File: src/rtl/gpio_bank_pkg.sv
package gpio_bank_pkg;

   // Edge-detect selection held in bits 2:1 of each sense byte
   typedef enum logic [1:0] {
      DET_OFF  = 2'b00,
      DET_FALL = 2'b01,
      DET_RISE = 2'b10,
      DET_ANY  = 2'b11
   } det_e;

   // Drive byte, bit 5 down to bit 0
   typedef struct packed {
      logic       dir;
      logic       push_pull;
      logic       pull_en;
      logic [1:0] pull_sel;
      logic       level;
   } drv_cfg_t;

   localparam int DRV_CFG_W = $bits(drv_cfg_t);
   localparam int DET_W     = $bits(det_e);

   function automatic logic edge_hit(det_e mode, logic rise, logic fall);
      logic hit;
      case (mode)
         DET_FALL: hit = fall;
         DET_RISE: hit = rise;
         DET_ANY:  hit = rise | fall;
         default:  hit = 1'b0;
      endcase
      return hit;
   endfunction

endpackage

File: src/rtl/gpio_pin_sync.sv
module gpio_pin_sync
   import gpio_bank_pkg::*;
#(
   parameter int STAGES = 2
) (
   input  logic clk,
   input  logic rst_n,
   input  logic pin_i,
   input  det_e det_i,
   output logic level_o,
   output logic hit_o
);

   generate
      if (STAGES < 2) begin : g_bad_stages
         $error("gpio_pin_sync: STAGES must be at least 2");
      end
   endgenerate

   logic [STAGES-1:0] chain_q;
   logic              prev_q;
   logic              rise, fall;

   always_ff @(posedge clk or negedge rst_n) begin
      if (!rst_n) begin
         chain_q <= '0;
         prev_q  <= 1'b0;
      end else begin
         chain_q <= {chain_q[STAGES-2:0], pin_i};
         prev_q  <= chain_q[STAGES-1];
      end
   end

   assign level_o = chain_q[STAGES-1];
   assign rise    = level_o & ~prev_q;
   assign fall    = ~level_o & prev_q;
   assign hit_o   = edge_hit(det_i, rise, fall);

endmodule

File: src/rtl/gpio_pin_ctl.sv
module gpio_pin_ctl
   import gpio_bank_pkg::*;
#(
   parameter bit OD_SUPPORT = 1'b1
) (
   input  logic                 clk,
   input  logic                 rst_n,
   input  logic                 drv_we,
   input  logic                 sns_we,
   input  logic [DRV_CFG_W-1:0] drv_data,
   input  logic [DET_W-1:0]     sns_data,
   output drv_cfg_t             cfg_o,
   output det_e                 det_o,
   output logic                 drv_o,
   output logic                 oe_o
);

   always_ff @(posedge clk or negedge rst_n) begin
      if (!rst_n) begin
         cfg_o <= '0;
         det_o <= DET_OFF;
      end else begin
         if (drv_we) cfg_o <= drv_cfg_t'(drv_data);
         if (sns_we) det_o <= det_e'(sns_data);
      end
   end

   assign drv_o = cfg_o.level;

   generate
      if (OD_SUPPORT) begin : g_od
         // open-drain pulls low only; push-pull drives both levels
         assign oe_o = cfg_o.dir & (cfg_o.push_pull | ~cfg_o.level);
      end else begin : g_pp_only
         assign oe_o = cfg_o.dir;
      end
   endgenerate

endmodule

File: src/rtl/gpio_irq_group.sv
module gpio_irq_group #(
   parameter int WIDTH = 7
) (
   input  logic             clk,
   input  logic             rst_n,
   input  logic [WIDTH-1:0] hit_i,
   input  logic             stat_we,
   input  logic             mask_we,
   input  logic [WIDTH-1:0] wdata,
   output logic [WIDTH-1:0] stat_o,
   output logic [WIDTH-1:0] mask_o,
   output logic             pend_o
);

   generate
      if (WIDTH < 1) begin : g_bad_width
         $error("gpio_irq_group: WIDTH must be positive");
      end
   endgenerate

   always_ff @(posedge clk or negedge rst_n) begin
      if (!rst_n) begin
         stat_o <= '0;
         mask_o <= '1;
      end else begin
         // a fresh hit overrides a same-cycle clear
         if (stat_we) stat_o <= (stat_o & ~wdata) | hit_i;
         else         stat_o <= stat_o | hit_i;
         if (mask_we) mask_o <= wdata;
      end
   end

   assign pend_o = |(stat_o & ~mask_o);

endmodule

File: src/rtl/gpio_bank_ctrl.sv
module gpio_bank_ctrl
   import gpio_bank_pkg::*;
#(
   parameter int NUM_PINS    = 13,
   parameter int GRP0_PINS   = 7,
   parameter int ADDR_W      = 8,
   parameter int DATA_W      = 8,
   parameter int SYNC_STAGES = 2,
   parameter int DRV_BASE    = 'h00,
   parameter int STAT_BASE   = 'h20,
   parameter int MASK_BASE   = 'h22,
   parameter bit OD_SUPPORT  = 1'b1
) (
   input  logic                  clk,
   input  logic                  rst_n,
   input  logic [ADDR_W-1:0]     bus_addr,
   input  logic [DATA_W-1:0]     bus_wdata,
   input  logic                  bus_we,
   input  logic                  bus_re,
   output logic [DATA_W-1:0]     bus_rdata,
   input  logic [NUM_PINS-1:0]   pin_in,
   output logic [NUM_PINS-1:0]   pin_out,
   output logic [NUM_PINS-1:0]   pin_oe,
   output logic [NUM_PINS-1:0]   pin_pushpull,
   output logic [NUM_PINS-1:0]   pin_pull_en,
   output logic [2*NUM_PINS-1:0] pin_pull_sel,
   output logic                  irq
);

   localparam int GRP1_PINS = NUM_PINS - GRP0_PINS;
   localparam int SNS_BASE  = DRV_BASE + NUM_PINS;
   localparam int ADDR_LIM  = 1 << ADDR_W;

   // ---------------- elaboration checks ----------------
   generate
      if (GRP0_PINS < 1 || GRP1_PINS < 1) begin : g_bad_split
         $error("gpio_bank_ctrl: both interrupt groups need at least one pin");
      end
      if (GRP0_PINS > DATA_W || GRP1_PINS > DATA_W) begin : g_bad_group
         $error("gpio_bank_ctrl: a group is wider than the data bus");
      end
      if (DATA_W < DRV_CFG_W) begin : g_bad_data
         $error("gpio_bank_ctrl: data bus narrower than the drive byte");
      end
      if (SNS_BASE + NUM_PINS > ADDR_LIM || STAT_BASE + 2 > ADDR_LIM ||
          MASK_BASE + 2 > ADDR_LIM) begin : g_bad_range
         $error("gpio_bank_ctrl: register window exceeds address space");
      end
      if ((STAT_BASE < SNS_BASE + NUM_PINS && STAT_BASE + 2 > DRV_BASE) ||
          (MASK_BASE < SNS_BASE + NUM_PINS && MASK_BASE + 2 > DRV_BASE) ||
          (MASK_BASE < STAT_BASE + 2 && MASK_BASE + 2 > STAT_BASE)) begin : g_bad_overlap
         $error("gpio_bank_ctrl: register windows overlap");
      end
   endgenerate

   // ---------------- per-pin control and sensing ----------------
   drv_cfg_t            cfg_w [NUM_PINS];
   det_e                det_w [NUM_PINS];
   logic [NUM_PINS-1:0] level_w;
   logic [NUM_PINS-1:0] hit_w;
   logic [NUM_PINS-1:0] dir_vec;

   genvar gi;
   generate
      for (gi = 0; gi < NUM_PINS; gi++) begin : g_pin
         gpio_pin_ctl #(
            .OD_SUPPORT (OD_SUPPORT)
         ) u_ctl (
            .clk      (clk),
            .rst_n    (rst_n),
            .drv_we   (bus_we && bus_addr == ADDR_W'(DRV_BASE + gi)),
            .sns_we   (bus_we && bus_addr == ADDR_W'(SNS_BASE + gi)),
            .drv_data (bus_wdata[DRV_CFG_W-1:0]),
            .sns_data (bus_wdata[DET_W:1]),
            .cfg_o    (cfg_w[gi]),
            .det_o    (det_w[gi]),
            .drv_o    (pin_out[gi]),
            .oe_o     (pin_oe[gi])
         );

         gpio_pin_sync #(
            .STAGES (SYNC_STAGES)
         ) u_sync (
            .clk     (clk),
            .rst_n   (rst_n),
            .pin_i   (pin_in[gi]),
            .det_i   (det_w[gi]),
            .level_o (level_w[gi]),
            .hit_o   (hit_w[gi])
         );

         assign pin_pushpull[gi]          = cfg_w[gi].push_pull;
         assign pin_pull_en[gi]           = cfg_w[gi].pull_en;
         assign pin_pull_sel[2*gi +: 2]   = cfg_w[gi].pull_sel;
         assign dir_vec[gi]               = cfg_w[gi].dir;
      end
   endgenerate

   // ---------------- interrupt groups ----------------
   logic [GRP0_PINS-1:0] g0_stat, g0_mask;
   logic [GRP1_PINS-1:0] g1_stat, g1_mask;
   logic                 g0_pend, g1_pend;
   logic [NUM_PINS-1:0]  stat_all, mask_all;

   gpio_irq_group #(
      .WIDTH (GRP0_PINS)
   ) u_grp0 (
      .clk     (clk),
      .rst_n   (rst_n),
      .hit_i   (hit_w[GRP0_PINS-1:0]),
      .stat_we (bus_we && bus_addr == ADDR_W'(STAT_BASE)),
      .mask_we (bus_we && bus_addr == ADDR_W'(MASK_BASE)),
      .wdata   (bus_wdata[GRP0_PINS-1:0]),
      .stat_o  (g0_stat),
      .mask_o  (g0_mask),
      .pend_o  (g0_pend)
   );

   gpio_irq_group #(
      .WIDTH (GRP1_PINS)
   ) u_grp1 (
      .clk     (clk),
      .rst_n   (rst_n),
      .hit_i   (hit_w[NUM_PINS-1:GRP0_PINS]),
      .stat_we (bus_we && bus_addr == ADDR_W'(STAT_BASE + 1)),
      .mask_we (bus_we && bus_addr == ADDR_W'(MASK_BASE + 1)),
      .wdata   (bus_wdata[GRP1_PINS-1:0]),
      .stat_o  (g1_stat),
      .mask_o  (g1_mask),
      .pend_o  (g1_pend)
   );

   assign stat_all = {g1_stat, g0_stat};
   assign mask_all = {g1_mask, g0_mask};
   assign irq      = g0_pend | g1_pend;

   // ---------------- read path ----------------
   logic [DATA_W-1:0] rd_mux;

   always_comb begin
      rd_mux = '0;
      for (int p = 0; p < NUM_PINS; p++) begin
         if (bus_addr == ADDR_W'(DRV_BASE + p)) rd_mux = DATA_W'(cfg_w[p]);
         if (bus_addr == ADDR_W'(SNS_BASE + p)) rd_mux = DATA_W'({det_w[p], level_w[p]});
      end
      if (bus_addr == ADDR_W'(STAT_BASE))     rd_mux[GRP0_PINS-1:0] = g0_stat;
      if (bus_addr == ADDR_W'(STAT_BASE + 1)) rd_mux[GRP1_PINS-1:0] = g1_stat;
      if (bus_addr == ADDR_W'(MASK_BASE))     rd_mux[GRP0_PINS-1:0] = g0_mask;
      if (bus_addr == ADDR_W'(MASK_BASE + 1)) rd_mux[GRP1_PINS-1:0] = g1_mask;
   end

   always_ff @(posedge clk or negedge rst_n) begin
      if (!rst_n)      bus_rdata <= '0;
      else if (bus_re) bus_rdata <= rd_mux;
   end

endmodule

File: config.mk
export PLATFORM = sky130hd
export DESIGN_NAME = gpio_bank_ctrl
export DESIGN_NICKNAME = d
export VERILOG_FILES = /design/src/rtl/gpio_bank_pkg.sv /design/src/rtl/gpio_pin_sync.sv /design/src/rtl/gpio_pin_ctl.sv /design/src/rtl/gpio_irq_group.sv /design/src/rtl/gpio_bank_ctrl.sv
export SDC_FILE = /design/constraint.sdc
export NUM_CORES = 1
export LEC_CHECK = 0
export BUFFER_PORTS_ARGS = -buffer_cell sky130_fd_sc_hd__clkbuf_2
export CORE_AREA = 2 2 130 132
export CTS_CLUSTER_DIAMETER = 80
export CTS_CLUSTER_SIZE = 14
export DETAILED_ROUTE_END_ITERATION = 12
export DIE_AREA = 0 0 132 134
export GPL_TIMING_DRIVEN = 0
export PLACE_DENSITY_LB_ADDON = 0.2
export REMOVE_ABC_BUFFERS = 1
export SETUP_SLACK_MARGIN = 0.15
export SYNTH_ARGS = -nofsm -noshare
export SYNTH_HDL_FRONTEND = slang
export SYNTH_HIERARCHICAL = 1
export SYNTH_SLANG_ARGS = --single-unit
File: constraint.sdc
create_clock -name clk -period 2.2 [get_ports clk]
set_input_delay 0.33 -clock clk [delete_from_list [all_inputs] [get_ports clk]]
set_output_delay 0.33 -clock clk [all_outputs]
set_load 0.02 [all_outputs]
Word level (Yosys, flattened, before mapping)

Index checks and enable logic that the tools add are counted.

Mux-type cells: 45
$add $sub $neg: 0
Div/mod/pow operators: 0
Equal/unequal tests: 68
Order comparisons: 0
Reductions and logical operators: 33
Bitwise operators: 117
$mul: 0
Shift operators: 0

Operators with widths:

| kind               | count |
|---|---|
| $mux 8             | 24 |
| $eq 8x5->1 const B | 10 |
| $eq 8x4->1 const B | 8 |
| $eq 2x2->1 const B | 26 |
| $and 1x1->1        | 39 |
| $not 1->1          | 39 |
| $pmux 1 s3         | 13 |
| $eq 8x3->1 const B | 4 |
| $eq 8x6->1 const B | 4 |
| $logic_and 1x1->1  | 30 |
| $mux 6             | 5 |
| $or 1x1->1         | 27 |
| $eq 2x1->1 const B | 13 |
| $mux 7             | 3 |
| $eq 8x2->1 const B | 2 |
| $and 7x7->7        | 2 |
| $not 7->7          | 2 |
| $or 7x7->7         | 2 |
| $and 6x6->6        | 2 |
| $not 6->6          | 2 |
| $or 6x6->6         | 2 |
| $eq 8x1->1 const B | 1 |
| $logic_not 8->1    | 1 |
| $reduce_or 7->1    | 1 |
| $reduce_or 6->1    | 1 |

Memory bits (read-only): 0
Logic and storage cells: 372
Memories: 0
RAM bits: 0
Register bits: 177
Bits of input ports: 33
Latch bits: 0

Longest topological paths before layout

Gate-level depths: netlist of run 1.

Depth in word-level cells: 31
Gate-level depth with buffers: 9
Gate-level depth less buffers: 6

Hierarchy

The synthesis of run 1 kept the hierarchy.

By module, submodules not included:

| module                   | area an instance (um^2) | instances | cells an instance |
|---|---|---|---|
| gpio_pin_ctl             | 336.6                   | 13        | 21 |
| gpio_bank_ctrl           | 2253.4                  | 1         | 341 |
| gpio_pin_sync            | 133.9                   | 13        | 12 |
| gpio_irq_group at u_grp0 | 576.8                   | 1         | 46 |
| gpio_irq_group at u_grp1 | 496.7                   | 1         | 41 |

Least setup slack after synthesis of run 1

Ideal clock, no wire load.

Path kind: input port to flip-flop
Start: input bus_addr[7]
End: register g_pin[0].u_ctl/cfg_o[1] (netlist bit)
Stages on the path: 6
Library setup time: 0.125 ns
Arrival time: 1.974 ns
Data required time: 2.075 ns
Setup slack: 0.101 ns
Path through: nor4_2 buf_2 nand2_1 nor3_1 buf_6 mux2_4

Cells in the longest elaborated chain, start to end: 2

Ends and longest elaborated chain:

| item                   | line                 | RTL |
|---|---|---|
| start: declaration     | gpio_bank_ctrl.sv:16 | `input logic [ADDR_W-1:0] bus_addr,` |
| $logic_not 8->1        | gpio_bank_ctrl.sv:71 | `.drv_we (bus_we && bus_addr == ADDR_W'(DRV_BASE + gi)),` |
| $logic_and 1x1->1      | gpio_bank_ctrl.sv:71 |  |
| end signal: assignment | gpio_pin_ctl.sv:23   | `if (drv_we) cfg_o <= drv_cfg_t'(drv_data);` |
| end: declaration       | gpio_pin_ctl.sv:12   | `output drv_cfg_t cfg_o,` |

No other way between the ends.
A chain may end at the register's enable or synchronous reset.

Worst setup path after layout of run 1

Start: register u_grp0.mask_o[4]
End: output irq

Cells in the longest elaborated chain, start to end: 4

Ends and longest elaborated chain:

| item                     | line                  | RTL |
|---|---|---|
| start: declaration       | gpio_irq_group.sv:11  | `output logic [WIDTH-1:0] mask_o,` |
| start signal: assignment | gpio_irq_group.sv:29  | `if (mask_we) mask_o <= wdata;` |
| $not 7->7                | gpio_irq_group.sv:33  | `assign pend_o = \|(stat_o & ~mask_o);` |
| $and 7x7->7              | gpio_irq_group.sv:33  |  |
| $reduce_or 7->1          | gpio_irq_group.sv:33  |  |
| via g0_pend              | gpio_bank_ctrl.sv:102 | `logic g0_pend, g1_pend;` |
| $or 1x1->1               | gpio_bank_ctrl.sv:135 | `assign irq = g0_pend \| g1_pend;` |
| end: declaration         | gpio_bank_ctrl.sv:27  | `output logic irq` |

The timed path passes the listed nets, and every way through them passes these cells.

==> results of run 1 <==
==> area by class of cell <==
type                       instances  area, um^2  share of cell area (%)
multi-input combinational        572        4680                    42.1
sequential                       176        4420                    39.7
timing repair buffer             147         917                    8.25
clock buffer                      22         474                    4.26
tap                              220         275                    2.47
inverter                          52         195                    1.75
clock inverter                     9         156                    1.41
==> routing by layer <==
layer / GRT usage [%] / vias to the layer above / part of all wire [%]
li1: - / 3296 / -
met1: 43.5 / 3668 / 43
met2: 44.3 / 435 / 45
met3: 6.58 / 68 / 9.4
met4: 9.54 / 0 / 2.8
met5: 0 / - / 0
==> worst max-delay path, cell delays in order, from the launching register on <==
cell and delay [ns]:
dfstp_2 0.54, inv_2 0.04, a222oi_1 0.32, o2111ai_1 0.18
or2_4 0.27, buf_8 0.13
==> state kept, by name (all words and copies together), names as in the netlist, 7 cells and up <==
register              cells
bus_rdata                 7
g_pin.u_sync/prev_q      13
g_pin.u_ctl/drv_o        13
g_pin.u_sync/chain_q     26
u_grp0/stat_o             7
g_pin.u_ctl/det_o        26
u_grp0/mask_o             7
g_pin.u_ctl/cfg_o        65
==> kinds of logic (layout without fill, tap and decap cells) <==
group	Yosys count	in the layout	synth area share, %
AOI/OAI and AO/OA	193	193	13.8
adders and majority gates	26	26	3.45
buffers and inverters	110	230	6.20
DFF	176	176	46.8
muxes	114	114	16.1
other	1	1	0.0397
and+or+nand+nor	237	238	13.7
==> power groups by stage <==
stage          Clock, uW  Sequential, uW  Combinational, uW
2_1_floorplan          0            3810                460
3_3_place_gp           0            3820                891
3_5_place_dp           0            3820                926
4_1_cts             3270            3760                974
5_1_grt             3410            3800               1090
6_report            3250            3770               1010
==> cell usage after synthesis (all sizes together) (4+ instances only) <==
master | count | area, um^2
inv | 52 | 195
a31oi | 9 | 56.3
and3 | 4 | 25.0
a2111oi | 5 | 45.0
o221ai | 5 | 43.8
o22ai | 9 | 56.3
a21boi | 13 | 97.6
dfrtp | 163 | 4080
nor3 | 27 | 183
o211ai | 7 | 52.6
o21ai | 58 | 290
a21oi | 21 | 105
o31ai | 7 | 57.6
dfstp | 13 | 342
a32oi | 4 | 35.0
nor4 | 7 | 50.1
nand2 | 64 | 243
nor2 | 34 | 135
a22o | 4 | 35.0
nor2b | 33 | 206
a21o | 14 | 106
mux2i | 8 | 80.1
nand4 | 7 | 43.8
ha | 26 | 325
nand2b | 6 | 37.5
a221oi | 4 | 35.0
mux2 | 106 | 1440
buf | 40 | 322
clkbuf | 18 | 68.8
a22oi | 16 | 125
nand3 | 19 | 95.1
and2 | 13 | 81.3
==> placed cells by master, fill, tap and decap left out, types with 8 or more instances in the layout <==
master and n:
clkbuf_16 17, o21ai_0 32, mux2i_1 8, dfrtp_1 163, a21o_1 13, and2_1 9, a22oi_1 15, a21oi_1 19
nand3_1 19, nor2_1 25, mux2_4 65, nor3_1 14, a31oi_1 9, buf_4 11, dfstp_2 13, clkbuf_2 111
inv_1 50, dlygate4sd3_1 14, nor2b_1 29, nand2_1 63, o21ai_1 26, ha_1 26, nor3_4 9, mux2_2 41
a21boi_0 13
==> per-stage QoR <==
stage / instance area (um^2) / cells / hold WS (ns) / setup slack [ns] / total power [uW]
after detailed placement: 9990 / 1139 / 0.335 / -1.00 / 4750
after floorplan: 9050 / 799 / 0.0344 / -0.825 / 4270
after global routing: 11100 / 1198 / 0.177 / -0.119 / 8300
after global placement: 9910 / 1136 / 0.333 / -2.41 / 4710
after CTS: 10900 / 1187 / 0.174 / -0.0802 / 8010
final: 11100 / 1198 / 0.182 / -0.0420 / 8040
==> repair_timing <==
| item | CTS | global route |
|---|---|---|
| pin swaps | 4 | 9 |
| gates resized for setup | 40 | 28 |
| setup endpoints to repair | 124 | 33 |
| buffers inserted | 3 | 10 |
| hold buffers | 14 | 0 |
| hold endpoints to repair | 62 | 0 |
| gates cloned | 0 | 1 |
==> how the worst min path moves through the flow <==
| stage | from | depth (start not counted) | end | slack, ns |
|---|---|---|---|---|
| final | bus_wdata[6] | 2 | u_grp0/mask_o[6] | 0.18 |
| after global routing | bus_wdata[6] | 2 | u_grp0/mask_o[6] | 0.18 |
| after CTS | bus_wdata[6] | 2 | u_grp0/mask_o[6] | 0.17 |
| after detailed placement | g_pin[2].u_sync/chain_q[0] | 0 | g_pin[2].u_sync/chain_q[1] | 0.33 |
| after global placement | g_pin[8].u_sync/chain_q[0] | 0 | g_pin[8].u_sync/chain_q[1] | 0.33 |
| after floorplan | rst_n | 0 | bus_rdata[0] | 0.03 |
==> metrics.cfg, run 1 <==
[grt]
grt_max_degree = 115
grt-ovfl-total = 0
grtUsageTotal_pct = 29.7
antenna_found_initial = 0
grt_pass1_wl_um = 40200
grt_pass1_vias = 6897

[route]
drt_iter0_markers = 728
detail_route.wirelength_um = 26400
via_per_inst = 6.23
avgRoutedWirePerCell_um = 22.0
vias = 7467
ant_nets = 0
detail_route.first_pass.iterations = 5
route.detailed.drc = 0

[synthesis]
async_flop_share_pct = 100
syn_inst = 857
synth_edf_count = 0
yosys_register_bits = 176
synth_flop_cell = dfrtp_1
syn_area_per_cell_um2 = 11.0
post_synth_num_cell_types = 71
ys_warn_count = 6
synth_area_mm2 = 0.00944
yosysSeqAreaShare_pct = 46.8

[run]
drv_cap = 0

[floorplan]
core_area_mm2 = 0.0163
die_w_um = 132
io_pins = 120
die_h_um = 134
die_area_mm2 = 0.0177
rows = 47
initial_core_util_pct = 58.0

[critical_path]
worstPathArrival_ns = 1.91
crit_path_end = irq
r2r_slack_ns = 0.34
worstSetupStartpoint = u_grp0/mask_o[4]
reg2reg_from = g_pin[7].u_ctl/det_o[1]
required_ns = 1.87
start_kind = flop
ff2ff_path_depth = 5
crit_fanout = 2
path_class = reg2out
r2r_end = bus_rdata[2]
end_kind = output pin

[clocking]
clk_path_buf_depth = 2
cts_root_buf = clkbuf_16
clkLatencyLatePin_ns = 0.43
clock_sinks = 176
cts_buffers = 17
cts.clk_slew.worst_paths_ns = 0.06
htree_levels = 4
cts_tree = built

[cells_and_area]
final_layout_size_suffix_gt1_share_pct = 34.4
nFillCells = 1230
n_antenna_cell = 0
finalNetCount = 1025
areaGrowthSynthToFinish_pct = 17.8
utilization_pct = 68.3

[sta]
tightestPinTransition_ns = 0.859
max_slew_margin_pct = 42.7
fmax_mhz = 446
rsz0062_at_grt = true
drv_slew = 0
fin_crit_sh_pct = 102
tns_ns = -0.0420
clock_skew_ns = 0.00552
setup_ws_ns = -0.0420
setup_violations = 1
fin_crit_ns = 2.24
finalHoldViolations = 0

[place]
globalplace.congestion = 0.963
portBuffers = 117
dp_hpwl_um = 18000

[power_and_ir_drop]
pwr-share-seq_pct = 47.0
p_switching_uw = 2130
switching_share_pct = 26.5
pwr-share-clk_pct = 40.5
power_leakage_uw = 0.00521
powerDensity_mw_per_mm2 = 722
pwr-share-comb_pct = 12.6
peakVddDrop_v = 0.000560
cellInternalPower_uw = 5900

[status]
status = complete, but fails checks
violations = negative setup slack

[hold_path]
min_path_type = in2reg

No activity file was read; power rests on OpenSTA's default activity.
==> run 2, diff against run 1 <==
--- a/config.mk
+++ b/config.mk
@@ -14,4 +14,4 @@
 export GPL_TIMING_DRIVEN = 0
+export HOLD_SLACK_MARGIN = 0.05
 export PLACE_DENSITY_LB_ADDON = 0.2
-export REMOVE_ABC_BUFFERS = 1
 export SETUP_SLACK_MARGIN = 0.15
--- a/constraint.sdc
+++ b/constraint.sdc
@@ -3,2 +3,2 @@
 set_output_delay 0.33 -clock clk [all_outputs]
-set_load 0.02 [all_outputs]
+set_load 0.1 [all_outputs]
==> run 2 against run 1 <==
Count of clock-buffer cells in the layout decreased by 3. Final cell count grew 4.8%. Power up 6.3%. Wire length increased by 14%. Largest cell class unchanged. Worst hold slack worse by 0.033 ns. Global-route usage is 4.8 points higher. Critical path type unchanged. The flow still finishes with violations (negative setup slack). Maximum frequency down 4.1%. Die area stayed put.
==> metrics.cfg, run 2 (same netlist as run 1, synthesis figures left out) <==
[route]
drt_iter0_markers = 772
via_per_inst = 6.20
detail_route.wirelength_um = 30100
avgRoutedWirePerCell_um = 24.0
detail_route.first_pass.iterations = 6
route.detailed.drc = 0
vias = 7786
ant_nets = 0

[status]
status = complete, but fails checks
violations = negative setup slack

[grt]
grt-ovfl-total = 0
grt_pass1_wl_um = 46100
grtUsageTotal_pct = 34.5
antenna_found_initial = 1
grt_max_degree = 90
grt_pass1_vias = 7670

[cells_and_area]
final_layout_size_suffix_gt1_share_pct = 39.0
most-common-layout-cells = dfrtp_1, clkbuf_2, mux2_4
n_antenna_cell = 0
nFillCells = 1175
regArea_mm2 = 0.00444
stdcell_count = 1256
multi_input_area_mm2 = 0.00481
design_area_mm2 = 0.0117
regMostFlops = g_pin.u_ctl/cfg_o
areaGrowthSynthToFinish_pct = 23.8
reg_top3 = g_pin.u_ctl/cfg_o: 65 flops, g_pin.u_ctl/det_o: 26 flops, g_pin.u_sync/chain_q: 26 flops
largest_register_ffs = 65
final_common_cell = dfrtp_1
finalNetCount = 1082

[critical_path]
cp.buffers_inverters = 2
cp_slowest_cell = dfstp_2
worstPathArrival_ns = 2.01
crit_fanout = 2
path_class = reg2out
end_kind = output pin
crit_family = flip-flops
worstPathCellList = inv_2, a222oi_1, o2111ai_1, or2_4, clkbuf_16
start_kind = flop
required_ns = 1.87
slowest_delay_ns = 0.55

[sta]
max_slew_margin_pct = 37.6
fmax_mhz = 428
finalHoldViolations = 0
holdWs_ns = 0.149
drv_slew = 0
fin_crit_sh_pct = 106
setup_ws_ns = -0.139
clock_skew_ns = 0.0106
fin_crit_ns = 2.34
rsz0062_at_grt = true
setup_violations = 1
tightestPinTransition_ns = 0.936

[clocking]
cts_root_buf = clkbuf_16
cts_buffers = 17
cts.clk_slew.worst_paths_ns = 0.07
cts_tree = built
clock_sinks = 176
clk_path_buf_depth = 2
clkLatencyLatePin_ns = 0.44
htree_levels = 4

[place]
placedInstanceArea_mm2 = 0.0105
placed_cells = 1193
portBuffers = 115
place_ws_ns = -0.825
globalplace.congestion = 0.988
dp_hpwl_um = 20800

[power_and_ir_drop]
pwr-share-clk_pct = 36.2
cellInternalPower_uw = 5700
p_switching_uw = 2840
finalPower_uw = 8540
pwr-share-comb_pct = 19.1
powerDensity_mw_per_mm2 = 730
pwr-share-seq_pct = 44.7
switching_share_pct = 33.3
power_leakage_uw = 0.00551
peakVddDrop_v = 0.000761

[floorplan]
core_area_mm2 = 0.0163
io_pins = 120
rows = 47
die_area_mm2 = 0.0177
initial_core_util_pct = 58.0
die_w_um = 132
die_h_um = 134

[run]
drv_cap = 0

[hold_path]
min_path_type = in2reg

[synthesis]
syn_nets = 916

-- run 2: cell types whose count changed in the layout (fill, tap and decap cells not counted), sizes merged --
cell      delta
buf         +42
clkbuf      +13
inv          +5
clkinv       +4
clkinvlp     -3
bufinv       -2
or4          -1
-- run 2: area by class of cell --
class / count / share of cell area, %
inverters: 52 / 1.67
plain buffers: 57 / 3.57
multi-input cells: 571 / 41.1
clock buffers: 19 / 3.79
clock inverters: 13 / 1.29
flip-flops and latches: 176 / 37.9
well taps: 220 / 2.35
repair buffers: 148 / 8.25
-- run 2: worst reg2reg max path, cell delays in order (launching register included) --
cell	delay (ns)
dfrtp_1	0.42
a22oi_1	0.22
o22ai_1	0.18
a2111oi_2	0.48
and4b_1	0.34
o31ai_2	0.10
-- run 2: repair_timing --
item / 4_1_cts / 5_1_grt
hold buffers: 14 / 0
setup buffers: 9 / 8
resized for setup: 40 / 47
setup endpoints to repair: 59 / 34
endpoints found under the hold margin: 101 / 0
gates cloned: 0 / 1
pin swaps: 6 / 12
-- run 2: worst paths after layout --
kind / start / to / slack [ns] / cells after the start
min: bus_wdata[6] / u_grp0/mask_o[6] / 0.15 / 2
min in group asynchronous: rst_n / g_pin[7].u_ctl/cfg_o[4] / 0.51 / 2
max reg2reg: g_pin[9].u_ctl/cfg_o[5] / bus_rdata[5] / 0.33 / 5
min reg2reg: g_pin[8].u_sync/chain_q[0] / g_pin[8].u_sync/chain_q[1] / 0.35 / 0
max in group asynchronous: rst_n / u_grp0/mask_o[2] / 0.79 / 3
max: u_grp0/mask_o[4] / irq / -0.14 / 5
-- run 2: power by group through the flow --
stage / logic, uW / registers, uW / clock network, uW
after global routing: 1710 / 3830 / 3260
final: 1630 / 3820 / 3090
after CTS: 1590 / 3800 / 3110
after floorplan: 626 / 4260 / 0
after global placement: 1510 / 3850 / 0
after detailed placement: 1540 / 3860 / 0
-- run 2: through the flow --
step           util [%]  TNS [ns]
2_1_floorplan         -         0
3_3_place_gp       64.3   -429.07
3_5_place_dp       64.5    -32.82
4_1_cts            70.3    -0.129
5_1_grt            71.8    -0.154
6_report           71.8    -0.139
-- run 2: metal layers --
metal	GRT usage [%]	vias to the layer above	share of wire [%]
li1	-	3408	-
met1	46.3	3898	42
met2	56.1	412	47
met3	7.63	68	8.1
met4	11.1	0	2.9
met5	0	-	0
==> run 3, diff against run 2 <==
ABC_AREA = 1   (was unset)
CORE_AREA = 2 2 129 131   (was 2 2 130 132)
DIE_AREA = 0 0 131 133   (was 0 0 132 134)
==> run 3 against run 2 <==
Worst setup slack got worse by 0.033 ns. Power increased by 3.6%. Sequential power fell by 3%. Clock skew decreased by 0.0038 ns. The run still ends with negative setup slack left. Sequential share of layout area grew 1.5 points. Clock power decreased by 3%. Via count up 3.3%.
==> metrics.cfg, run 3 <==
[status]
status = complete, but fails checks
violations = negative setup slack

[synthesis]
yosys_register_bits = 176
synthTopCellsByArea = dfrtp_1, nand2_1, inv_1
yosys.area.top_type = dfrtp_1
syn_nets = 1214
post_synth_num_cell_types = 31
synth_top_area_share_pct = 44.6
synth_area_mm2 = 0.00914
ys_top_cells_by_count = nand2_1, inv_1, dfrtp_1
ys_warn_count = 6
synth_edf_count = 0
yosysSeqAreaShare_pct = 48.4
synth_flop_cell = dfrtp_1
yosysMostFrequentCell = nand2_1
syn_inst = 1155
syn_area_per_cell_um2 = 7.91
async_flop_share_pct = 100

[sta]
clock_skew_ns = 0.00681
tightestPinTransition_ns = 0.889
fin_crit_ns = 2.37
holdWs_ns = 0.123
max_slew_margin_pct = 40.8
fin_crit_sh_pct = 108
setup_ws_ns = -0.172
fmax_mhz = 422
drv_slew = 0
finalHoldViolations = 0
tns_ns = -0.388
rsz0062_at_grt = true
setup_violations = 4

[route]
drt_iter0_markers = 673
detail_route.first_pass.iterations = 5
via_per_inst = 5.18
ant_nets = 0
detail_route.wirelength_um = 24500
route.detailed.drc = 0
avgRoutedWirePerCell_um = 15.8
vias = 8041

[critical_path]
end_kind = flop
required_ns = 2.52
r2r_slack_ns = -0.17
reg2reg_from = g_pin[1].u_ctl/cfg_o[5]
crit_path_end = bus_rdata[5]
r2r_end = bus_rdata[5]
start_kind = flop
worstSetupStartpoint = g_pin[1].u_ctl/cfg_o[5]
ff2ff_path_depth = 12
worstPathArrival_ns = 2.69
path_class = reg2reg
crit_fanout = 2

[hold_path]
min_path_type = in2reg

[cells_and_area]
reg_top3 = g_pin.u_ctl/cfg_o: 65 flops, g_pin.u_ctl/det_o: 26 flops, g_pin.u_sync/chain_q: 26 flops
final_layout_size_suffix_gt1_share_pct = 24.7
regMostFlops = g_pin.u_ctl/cfg_o
areaGrowthSynthToFinish_pct = 23.6
nFillCells = 1299
regArea_mm2 = 0.00445
n_antenna_cell = 0
most-common-layout-cells = nand2_1, inv_1, dfrtp_1
finalNetCount = 1378
final_common_cell = nand2_1
multi_input_area_mm2 = 0.00378
largest_register_ffs = 65

[power_and_ir_drop]
power_leakage_uw = 0.00583
powerDensity_mw_per_mm2 = 784
peakVddDrop_v = 0.000597
finalPower_uw = 8850

[grt]
grt_max_degree = 64
grt-ovfl-total = 0
grt_pass1_vias = 7642
antenna_found_initial = 0
grt_pass1_wl_um = 38900
grtUsageTotal_pct = 29.0

[floorplan]
initial_core_util_pct = 56.5
io_pins = 120
die_area_mm2 = 0.0174
core_area_mm2 = 0.0162
die_w_um = 131
die_h_um = 133
rows = 47

[run]
drv_cap = 0

[place]
place_ws_ns = -0.672
dp_hpwl_um = 17000
portBuffers = 117
globalplace.congestion = 0.870

[clocking]
cts_buffers = 17
htree_levels = 4
clkLatencyLatePin_ns = 0.43
cts_root_buf = clkbuf_16
cts_tree = built
cts.clk_slew.worst_paths_ns = 0.07
clk_path_buf_depth = 2
clock_sinks = 176

-- run 3: cells by family after synthesis --
| group | synth area share (%) |
|---|---|
| AOI/OAI and AO/OA | 11.2 |
| adders and majority gates | 3.56 |
| buffers and inverters | 13.8 |
| DFF | 48.4 |
| other | 0.0410 |
| and+or+nand+nor | 23.0 |
-- run 3: worst min path at each step --
stage | depth (start not counted) | from | endpoint
finish | 3 | bus_wdata[6] | u_grp0/mask_o[6]
detailed placement | 1 | rst_n | g_pin[1].u_ctl/cfg_o[4]
global placement | 0 | g_pin[10].u_sync/chain_q[0] | g_pin[10].u_sync/chain_q[1]
CTS | 3 | bus_wdata[6] | u_grp0/mask_o[6]
floorplan | 0 | rst_n | bus_rdata[0]
global route | 3 | bus_wdata[6] | u_grp0/mask_o[6]
-- run 3: critical path, cell delays in order, from the launching register on --
cell and delay (ns):
dfrtp_1 0.41, inv_2 0.09, nor2_4 0.04, a221oi_4 0.22
nand4_1 0.21, a21oi_2 0.19, nand4_1 0.18, a221oi_2 0.34
o211ai_1 0.16, a21oi_1 0.19, nand4_1 0.11, o21ai_1 0.08
inv_1 0.05
-- run 3: where the power goes --
| group | switching, uW | leakage [uW] | total [uW] | internal [uW] |
|---|---|---|---|---|
| Sequential | 226 | 0.00175 | 3710 | 3480 |
| Clock | 1270 | 0.000266 | 3000 | 1730 |
| Combinational | 1710 | 0.00381 | 2140 | 434 |
-- run 3: metrics by stage --
stage | std cells | instance area, um^2 | utilization (%)
2_1_floorplan | 1155 | 9310 | -
3_3_place_gp | 1492 | 10200 | 62.9
3_5_place_dp | 1494 | 10200 | 63.3
4_1_cts | 1545 | 11100 | 68.6
5_1_grt | 1551 | 11300 | 69.8
6_report | 1551 | 11300 | 69.8
-- run 3: layout make-up --
| class | count | area share (%) |
|---|---|---|
| flip-flops and latches | 176 | 39.4 |
| multi-input cells | 691 | 33.4 |
| inverters | 252 | 8.38 |
| repair buffers | 145 | 8.37 |
| clock buffers | 23 | 4.14 |
| plain buffers | 36 | 2.86 |
| well taps | 220 | 2.44 |
| clock inverters | 8 | 0.953 |
-- run 3: what timing repair did --
| item | 4_1_cts | 5_1_grt |
|---|---|---|
| cloned | 0 | 0 |
| setup endpoints to repair | 21 | 28 |
| setup buffers | 6 | 6 |
| hold buffers | 14 | 0 |
| gates resized for setup | 24 | 47 |
| pin swaps | 13 | 33 |
| endpoints found under the hold margin | 67 | 0 |
-- run 3: metal layers --
metal,GRT usage [%],part of all wire (%),vias up
met2,45.9,48,274
met1,40.7,44,3827
met4,8.16,2.1,0
met5,0,0,-
li1,-,-,3902
met3,5.86,6.2,38
